--- config.mk ---
export PLATFORM = sky130hd
export DESIGN_NAME = ilv_block_fill
export DESIGN_NICKNAME = d
export VERILOG_FILES = /design/src/rtl/fill_pkg.sv /design/src/rtl/fill_counter.sv /design/src/rtl/fill_bank_map.sv /design/src/rtl/ilv_block_fill.sv
export SDC_FILE = /design/constraint.sdc
export NUM_CORES = 1
export LEC_CHECK = 0
export ABC_AREA = 1
export BUFFER_PORTS_ARGS = -buffer_cell sky130_fd_sc_hd__clkbuf_2
export CORE_ASPECT_RATIO = 1.5
export CORE_MARGIN = 2
export CORE_UTILIZATION = 54
export DETAILED_ROUTE_END_ITERATION = 7
export GPL_ROUTABILITY_DRIVEN = 0
export PLACE_DENSITY = 0.76
export SLEW_MARGIN = 10
export SYNTH_ARGS = -nofsm -noshare
export SYNTH_HDL_FRONTEND = slang
export SYNTH_SLANG_ARGS = --single-unit
--- constraint.sdc ---
create_clock -name clk -period 7.95 [get_ports clk]
set_input_delay 0.795 -clock clk [delete_from_list [all_inputs] [get_ports clk]]
set_output_delay 0.795 -clock clk [all_outputs]
set_load 0.05 [all_outputs]
--- src/rtl/fill_pkg.sv ---
package fill_pkg;

    typedef enum logic [2:0] {
        S_IDLE = 3'd0,
        S_SEND = 3'd1,
        S_WAIT = 3'd2,
        S_XFER = 3'd3,
        S_DONE = 3'd4
    } fill_state_e;

    typedef enum logic {
        MAP_SEQ = 1'b0,
        MAP_MOD = 1'b1
    } map_mode_e;

endpackage

--- src/rtl/fill_counter.sv ---
module fill_counter #(
    parameter int unsigned W = 6
) (
    input  logic         clk,
    input  logic         rst_n,
    input  logic         clr,
    input  logic         en,
    output logic [W-1:0] count
);

    always_ff @(posedge clk) begin
        if (!rst_n || clr) begin
            count <= '0;
        end else if (en) begin
            count <= count + 1'b1;
        end
    end

endmodule

--- src/rtl/fill_bank_map.sv ---
module fill_bank_map import fill_pkg::*; #(
    parameter int unsigned NUM_BANKS  = 3,
    parameter int unsigned BANK_DEPTH = 8,
    parameter int unsigned WORDS      = 4,
    parameter int unsigned BLK_W      = 3,
    parameter int unsigned IDX_W      = 2,
    parameter int unsigned BANK_W     = 2,
    parameter int unsigned OFF_W      = 3
) (
    input  logic [BLK_W-1:0]                  blk,
    input  map_mode_e                         mode,
    output logic [WORDS-1:0][BANK_W-1:0]      bank_tab,
    output logic [WORDS-1:0][OFF_W-1:0]       off_tab
);

    localparam int unsigned K_W = BLK_W + IDX_W;

    for (genvar gi = 0; gi < WORDS; gi++) begin : g_word
        logic [K_W-1:0] k_loc;
        int unsigned    k_int;
        int unsigned    off_seq;
        int unsigned    off_mod;

        assign k_loc   = {blk, IDX_W'(gi)};
        assign k_int   = 32'(k_loc);
        assign off_seq = k_int / NUM_BANKS;
        assign off_mod = k_int % BANK_DEPTH;

        assign bank_tab[gi] = BANK_W'(k_int % NUM_BANKS);
        assign off_tab[gi]  = (mode == MAP_MOD) ? OFF_W'(off_mod) : OFF_W'(off_seq);
    end

endmodule

--- src/rtl/ilv_block_fill.sv ---
module ilv_block_fill import fill_pkg::*; #(
    parameter int unsigned NUM_BANKS  = 3,
    parameter int unsigned BANK_DEPTH = 8,
    parameter int unsigned WORDS      = 4,
    parameter int unsigned ADDR_CYC   = 4,
    parameter int unsigned ACCESS_CYC = 24,
    parameter int unsigned XFER_CYC   = 4,
    localparam int unsigned WADDR_W = $clog2(NUM_BANKS * BANK_DEPTH),
    localparam int unsigned IDX_W   = $clog2(WORDS),
    localparam int unsigned BLK_W   = WADDR_W - IDX_W,
    localparam int unsigned BANK_W  = $clog2(NUM_BANKS),
    localparam int unsigned OFF_W   = $clog2(BANK_DEPTH),
    localparam int unsigned TOTAL   = ADDR_CYC + ACCESS_CYC + WORDS * XFER_CYC,
    localparam int unsigned CYC_W   = $clog2(TOTAL + 1)
) (
    input  logic              clk,
    input  logic              rst_n,
    input  logic              req_valid,
    input  logic [BLK_W-1:0]  req_blk,
    input  logic              req_mode,
    output logic              busy,
    output logic              addr_phase,
    output logic              word_valid,
    output logic [IDX_W-1:0]  word_idx,
    output logic [BANK_W-1:0] word_bank,
    output logic [OFF_W-1:0]  word_off,
    output logic              done,
    output logic [CYC_W-1:0]  fill_cycles
);

    localparam int unsigned XFER_LEN = WORDS * XFER_CYC;
    localparam int unsigned PH_MAX0  = (ADDR_CYC > ACCESS_CYC) ? ADDR_CYC : ACCESS_CYC;
    localparam int unsigned PH_MAX   = (PH_MAX0 > XFER_LEN) ? PH_MAX0 : XFER_LEN;
    localparam int unsigned PH_W     = $clog2(PH_MAX + 1);

    fill_state_e st_q, st_d;
    logic [BLK_W-1:0] blk_q;
    map_mode_e        mode_q;
    logic             accept;
    logic [PH_W-1:0]  ph;
    logic             ph_clr;
    logic             cyc_en;
    logic [WORDS-1:0][BANK_W-1:0] bank_tab;
    logic [WORDS-1:0][OFF_W-1:0]  off_tab;
    int unsigned      slot;
    int unsigned      beat;

    assign accept = (st_q == S_IDLE) && req_valid;

    // request capture
    always_ff @(posedge clk) begin
        if (!rst_n) begin
            blk_q  <= '0;
            mode_q <= MAP_SEQ;
        end else if (accept) begin
            blk_q  <= req_blk;
            mode_q <= map_mode_e'(req_mode);
        end
    end

    // state register
    always_ff @(posedge clk) begin
        if (!rst_n) begin
            st_q <= S_IDLE;
        end else begin
            st_q <= st_d;
        end
    end

    // next state
    always_comb begin
        st_d = st_q;
        unique case (st_q)
            S_IDLE: if (accept) st_d = S_SEND;
            S_SEND: if (ph == PH_W'(ADDR_CYC - 1)) st_d = S_WAIT;
            S_WAIT: if (ph == PH_W'(ACCESS_CYC - 1)) st_d = S_XFER;
            S_XFER: if (ph == PH_W'(XFER_LEN - 1)) st_d = S_DONE;
            S_DONE: st_d = S_IDLE;
            default: st_d = S_IDLE;
        endcase
    end

    assign ph_clr = (st_d != st_q);
    assign cyc_en = (st_q == S_SEND) || (st_q == S_WAIT) || (st_q == S_XFER);

    fill_counter #(.W(PH_W)) u_phase (
        .clk   (clk),
        .rst_n (rst_n),
        .clr   (ph_clr),
        .en    (1'b1),
        .count (ph)
    );

    fill_counter #(.W(CYC_W)) u_cycles (
        .clk   (clk),
        .rst_n (rst_n),
        .clr   (accept),
        .en    (cyc_en),
        .count (fill_cycles)
    );

    fill_bank_map #(
        .NUM_BANKS  (NUM_BANKS),
        .BANK_DEPTH (BANK_DEPTH),
        .WORDS      (WORDS),
        .BLK_W      (BLK_W),
        .IDX_W      (IDX_W),
        .BANK_W     (BANK_W),
        .OFF_W      (OFF_W)
    ) u_map (
        .blk      (blk_q),
        .mode     (mode_q),
        .bank_tab (bank_tab),
        .off_tab  (off_tab)
    );

    assign slot = 32'(ph) % XFER_CYC;
    assign beat = 32'(ph) / XFER_CYC;

    // outputs
    always_comb begin
        busy       = 1'b0;
        addr_phase = 1'b0;
        word_valid = 1'b0;
        word_idx   = '0;
        word_bank  = '0;
        word_off   = '0;
        done       = 1'b0;
        unique case (st_q)
            S_IDLE: ;
            S_SEND: begin
                busy       = 1'b1;
                addr_phase = 1'b1;
            end
            S_WAIT: busy = 1'b1;
            S_XFER: begin
                busy = 1'b1;
                if (slot == XFER_CYC - 1 && beat < WORDS) begin
                    word_valid = 1'b1;
                    word_idx   = IDX_W'(beat);
                    word_bank  = bank_tab[beat];
                    word_off   = off_tab[beat];
                end
            end
            S_DONE: begin
                busy = 1'b1;
                done = 1'b1;
            end
            default: ;
        endcase
    end


    done_pulse_chk: assert property (@(posedge clk) disable iff (!rst_n)
        done |=> !done);


    beat_gap_chk: assert property (@(posedge clk) disable iff (!rst_n)
        word_valid |=> !word_valid);


    fill_total_chk: assert property (@(posedge clk) disable iff (!rst_n)
        done |-> (fill_cycles == CYC_W'(TOTAL)));


    addr_excl_chk: assert property (@(posedge clk) disable iff (!rst_n)
        addr_phase |-> (!word_valid && !done));


    fresh_start_chk: assert property (@(posedge clk) disable iff (!rst_n)
        (busy && !$past(busy)) |-> (fill_cycles == '0));


    bank_range_chk: assert property (@(posedge clk) disable iff (!rst_n)
        word_valid |-> (32'(word_bank) < NUM_BANKS));

endmodule

Word-level counts from Yosys, hierarchy flattened:

Cells that the tools add are included.

* output and inout bits: 17
* input port bits: 7
* word-level logic and storage cells: 59
* flip-flop bits (word level): 18

* add/sub/neg operators: 2
* equal/unequal tests: 9
* order comparisons: 2
* div/mod/pow operators: 8
* reductions and logical operators: 9
* multiplexer cells: 24

Operators with widths (number)
* $div 5x2->32 const B: 4
* $mod 5x2->32 const B: 4
* $mux 3: 11
* $pmux 3 s4: 1
* $mux 2: 5
* $add 6x1->6 const B: 1
* $bmux 3 s2: 1
* $eq 3x2->1 const B: 2
* $lt 3x3->1 const B: 2
* $add 5x1->5 const B: 1
* $eq 5x2->1 const B: 1
* $eq 5x4->1 const B: 1
* $eq 5x5->1 const B: 1
* $mux 1: 5
* $bmux 2 s2: 1
* $logic_or 1x1->1: 4
* $reduce_or 4->1: 1
* $eq 3x1->1 const B: 1
* $eq 3x3->1 const B: 1
* $logic_not 3->1: 1
* $ne 3x3->1: 1
* $eq 2x2->1 const B: 1
* $logic_and 1x1->1: 2
* $logic_not 1->1: 1

Logic depth before layout (Yosys ltp):

* depth in word-level cells: 6
* depth in mapped cells: 23
* gate-level depth less buffers: 21

By module:

From an unflattened synthesis, not the netlist that was laid out.

* cell total of the unflattened synthesis: 327
* area total of the unflattened synthesis: 1929.4 um^2

By module, submodules not included
* fill_bank_map: times used 1, sequential area each 0.0 um^2, cells an instance 159, area each 880.8 um^2
* ilv_block_fill: times used 1, sequential area each 140.1 um^2, cells an instance 103, area each 571.8 um^2
* fill_counter (u_cycles): times used 1, sequential area each 120.1 um^2, cells an instance 35, area each 256.5 um^2
* fill_counter (u_phase): times used 1, sequential area each 100.1 um^2, cells an instance 30, area each 220.2 um^2

Worst setup path before layout:

Ideal clock, no wire load.

* kind: register -> output
* start point: reg blk_q[1]
* end point: out word_bank[0]
* setup slack: 4.014 ns
* stages on the path, launching flop included: 21
* data arrival time: 3.141 ns
* data required time: 7.155 ns
* path buffers: 2
* cells stage by stage: dfxtp_1 > clkbuf_1 > ha_1 > inv_1 > nand2_1 > nand2_1 > buf_4 > ha_1 > inv_1 > nand3_1 > nand2_1 > inv_1 > ha_1 > nand3b_1 > o21bai_1 > nand2_1 > nor2_1 > nand2_1 > nand2_1 > nand2_1 > a21oi_1

* longest elaborated chain between the ends: 5
* elaborated cells between the ends (all ways): 8
* those cells by class: div: 4; mux: 4

RTL lines
* start, declared: RTL line ilv_block_fill.sv:37 `logic [BLK_W-1:0] blk_q;`
* start signal, assigned: RTL line ilv_block_fill.sv:56 `blk_q <= req_blk;`
* $mod 5x2->32: RTL line fill_bank_map.sv:29 `assign bank_tab[gi] = BANK_W'(k_int % NUM_BANKS);`
* $bmux 2 s2 *: RTL line ilv_block_fill.sv:141 `word_bank = bank_tab[beat];`
* $mux 2 (implied by the code) *: RTL line ilv_block_fill.sv:141
* $mux 2 *: RTL line ilv_block_fill.sv:138 `if (slot == XFER_CYC - 1 && beat < WORDS) begin`
* $mux 2 *: RTL line ilv_block_fill.sv:129 `unique case (st_q)`
* end, declared: RTL line ilv_block_fill.sv:25 `output logic [BANK_W-1:0] word_bank,`

Mark *: on every way between the ends. The rest lies on a longest branch, timed or not. The select of a mux whose other input is x is not followed.

Final worst setup path:

* start point: reg blk_q[2]
* end point: out word_off[0]

* longest elaborated chain between the ends: 6
* elaborated cells between the ends (all ways): 12
* those cells by class: div: 4; mux: 8

RTL lines
* $div 5x2->32: RTL line fill_bank_map.sv:26 `assign off_seq = k_int / NUM_BANKS;`
* $mux 3: RTL line fill_bank_map.sv:30 `assign off_tab[gi] = (mode == MAP_MOD) ? OFF_W'(off_mod) : OFF_W'(off_seq);`
* $bmux 3 s2 *: RTL line ilv_block_fill.sv:142 `word_off = off_tab[beat];`
* $mux 3 (implied by the code) *: RTL line ilv_block_fill.sv:142
* $mux 3 *: RTL line ilv_block_fill.sv:138
* $mux 3 *: RTL line ilv_block_fill.sv:129
* end, declared: RTL line ilv_block_fill.sv:26 `output logic [OFF_W-1:0] word_off,`

Marked as above.

==> out/metrics.cfg <==
[run_status]
status = completed

[grt]
grt_util_met1 = 0.232
grt_pass1_vias = 1738
grt_max_degree = 13
antenna_found_initial = 0
grt_overflow = 0
groute.usage.overall = 0.233
met2_usage = 0.455
top_usage_layer = met2
grt.met3_usage = 0.0229
grt_pass1_wl_um = 6640

[power_and_ir_drop]
p_comb_frac = 0.382
cellLeakagePower_nw = 0.906
p_sw_frac = 0.377
power.density_nw_per_um2 = 142
switchingPower_uw = 97.2
power_frac_seq = 0.386
p_clk_frac = 0.232
intPower_uw = 161
peakVddDrop_v = 0.000134

[drt]
first_pass_iters = 4
vias = 1764
routed_via_density = 5.33
drtIter0Drc = 56
drt.antenna.violating_nets = 0
wl_per_cell_um = 11.4
routed_wl_um = 3770
drc = 0

[critical_path]
crit_type = reg2out
endpoint_kind = output port
cp_max_fo = 12
arrival_ns = 3.47
start_kind = register
cp_data_required_time_ns = 7.15

[sta]
period_needed_ns = 4.26
clock.fmax_mhz = 235
relSlewSlack = 0.688
setup_viol = 0
fin_skew_ns = 0.00140
rsz0062_at_grt = no
slew_viol_final = 0
hold_violations = 0
finalCritPeriodShare = 0.536
worstMarginPinSlew_ns = 0.466
final.setup.tns_ns = 0

[final_layout]
final_cells = 331
n_fill_cell = 295
final_layout_size_suffix_gt1_frac = 0.120
nets = 314
final_common_cell = nand2_1
finalInstanceArea_sq_um = 1820
syn2layout_area_growth_pct = 10.9
multi_input_area_sq_um = 1100
diodes = 0
seq_area_sq_um = 360
layout_common_cells = nand2_1, inv_1, nor2_1

[die]
die_w_um = 49
fp.dieArea_sq_um = 3500
io_pins = 24
core_sq_um = 2910
die_y_um = 71.5
rows = 24
initial_core_util = 0.563

[clock_tree]
cts_buffer_depth = 2
cts_tree = done
worstSkewPairLatency_ns = 0.24
cts_setup_buffers = 0
root_buffer = clkbuf_8
cts.sinks = 18
clk_transition_reported_paths_ns = 0.06
cts_resized = 0
cts_hold_buf = 0
htree_levels = 1
cts_buffers = 3

[synth]
synth_largest_area_cell = dfxtp_1
synth_top_cell_area_share = 0.220
synth_seq_cells = 18
synthesis.area_sq_um = 1640
synthCells = 271
ys.flop_type = dfxtp_1
ys_seq_area_frac = 0.220
synth.avg_cell_area_sq_um = 6.05
ys_warn_count = 0
synth_edf_count = 0
async_flop_share = 0
syn_nets = 291
synth_cell_types = 33
yosys-top-cells-area = dfxtp_1, nand2_1, ha_1

[placement]
dp.cells = 328
dpl.hpwl_um = 3100
place_area_sq_um = 1780
port_buffers = 23

[run]
cap_violations = 0

[min_path]
hp-class = reg2reg

==> cell usage after synthesis (4+ instances only) <==
cell / count
nor2_1: 34
a21oi_1: 17
nor3_1: 6
nand2_1: 65
dfxtp_1: 18
ha_1: 13
o21ai_0: 13
nand3_1: 20
nand4_1: 6
inv_1: 41
xor2_1: 4
==> kinds of logic after synthesis <==
logic type / after synthesis / share of synthesized area
compound gates: 44 / 0.153
xor+xnor: 5 / 0.0267
fa+ha+maj: 13 / 0.0992
buf+inv: 47 / 0.112
flops: 18 / 0.220
simple gates: 144 / 0.389
==> metrics by stage <==
step,util,worst slack [ns],hold WS (ns),power [mW]
4_1_cts,0.625,3.72,0.452,0.259
3_5_place_dp,0.610,3.99,0.437,0.199
2_1_floorplan,-,4.01,0.418,0.178
6_report,0.625,3.69,0.444,0.258
3_3_place_gp,0.610,4.10,0.429,0.198
5_1_grt,0.625,3.36,0.474,0.278
==> final timing paths <==
path / from / end / slack [ns] / cells after the start
setup / recovery: blk_q[2] / word_off[0] / 3.69 / 22
hold / removal: u_phase.count[0] / u_phase.count[0] / 0.44 / 1
setup reg to reg: u_phase.count[3] / u_phase.count[2] / 6.02 / 9
hold reg to reg: u_phase.count[0] / u_phase.count[0] / 0.44 / 1
==> power groups by stage <==
| stage | combinational (mW) | sequential (mW) | clock, mW |
|---|---|---|---|
| after floorplan | 0.0773 | 0.101 | 0 |
| after global placement | 0.0965 | 0.101 | 0 |
| after global routing | 0.113 | 0.100 | 0.0647 |
| after detailed placement | 0.0973 | 0.101 | 0 |
| final | 0.0986 | 0.0994 | 0.0598 |
| after CTS | 0.0977 | 0.0993 | 0.0620 |
==> cell type report <==
type                            count  area share
Tap cell                           39      0.0268
Sequential cell                    18       0.198
Timing Repair Buffer               23      0.0633
Inverter                           42      0.0867
Clock buffer                        3      0.0227
Multi-Input combinational cell    206       0.602
==> registers in the layout (all words and copies together) (netlist names) <==
name,cells
blk_q,3
mode_q,1
st_q,3
u_cycles.count,6
u_phase.count,5
==> routing by layer <==
layer  share of wire  vias to the layer above
met1            0.40                      786
li1                -                      926
met4           0.037                        0
met2            0.53                       37
met5               0                        -
met3           0.029                       15
==> critical path, stage by stage (launching register included) <==
cell and delay [ns]:
dfxtp_1 0.48, ha_1 0.28, inv_1 0.05, nand2_1 0.04, nand2_1 0.28, ha_1 0.20, inv_1 0.09, nand2_4 0.13
nand2_1 0.09, nand2_1 0.10, inv_1 0.07, ha_1 0.25, nand3b_1 0.17, nand2_1 0.10, nor2_1 0.06, nand2_1 0.06
nor2_1 0.05, nand2_1 0.07, nand2_1 0.05, nand2_1 0.07, nand3_1 0.09, a21oi_1 0.13, clkbuf_2 0.29
Note: power is estimated with default switching activity, not from simulation.
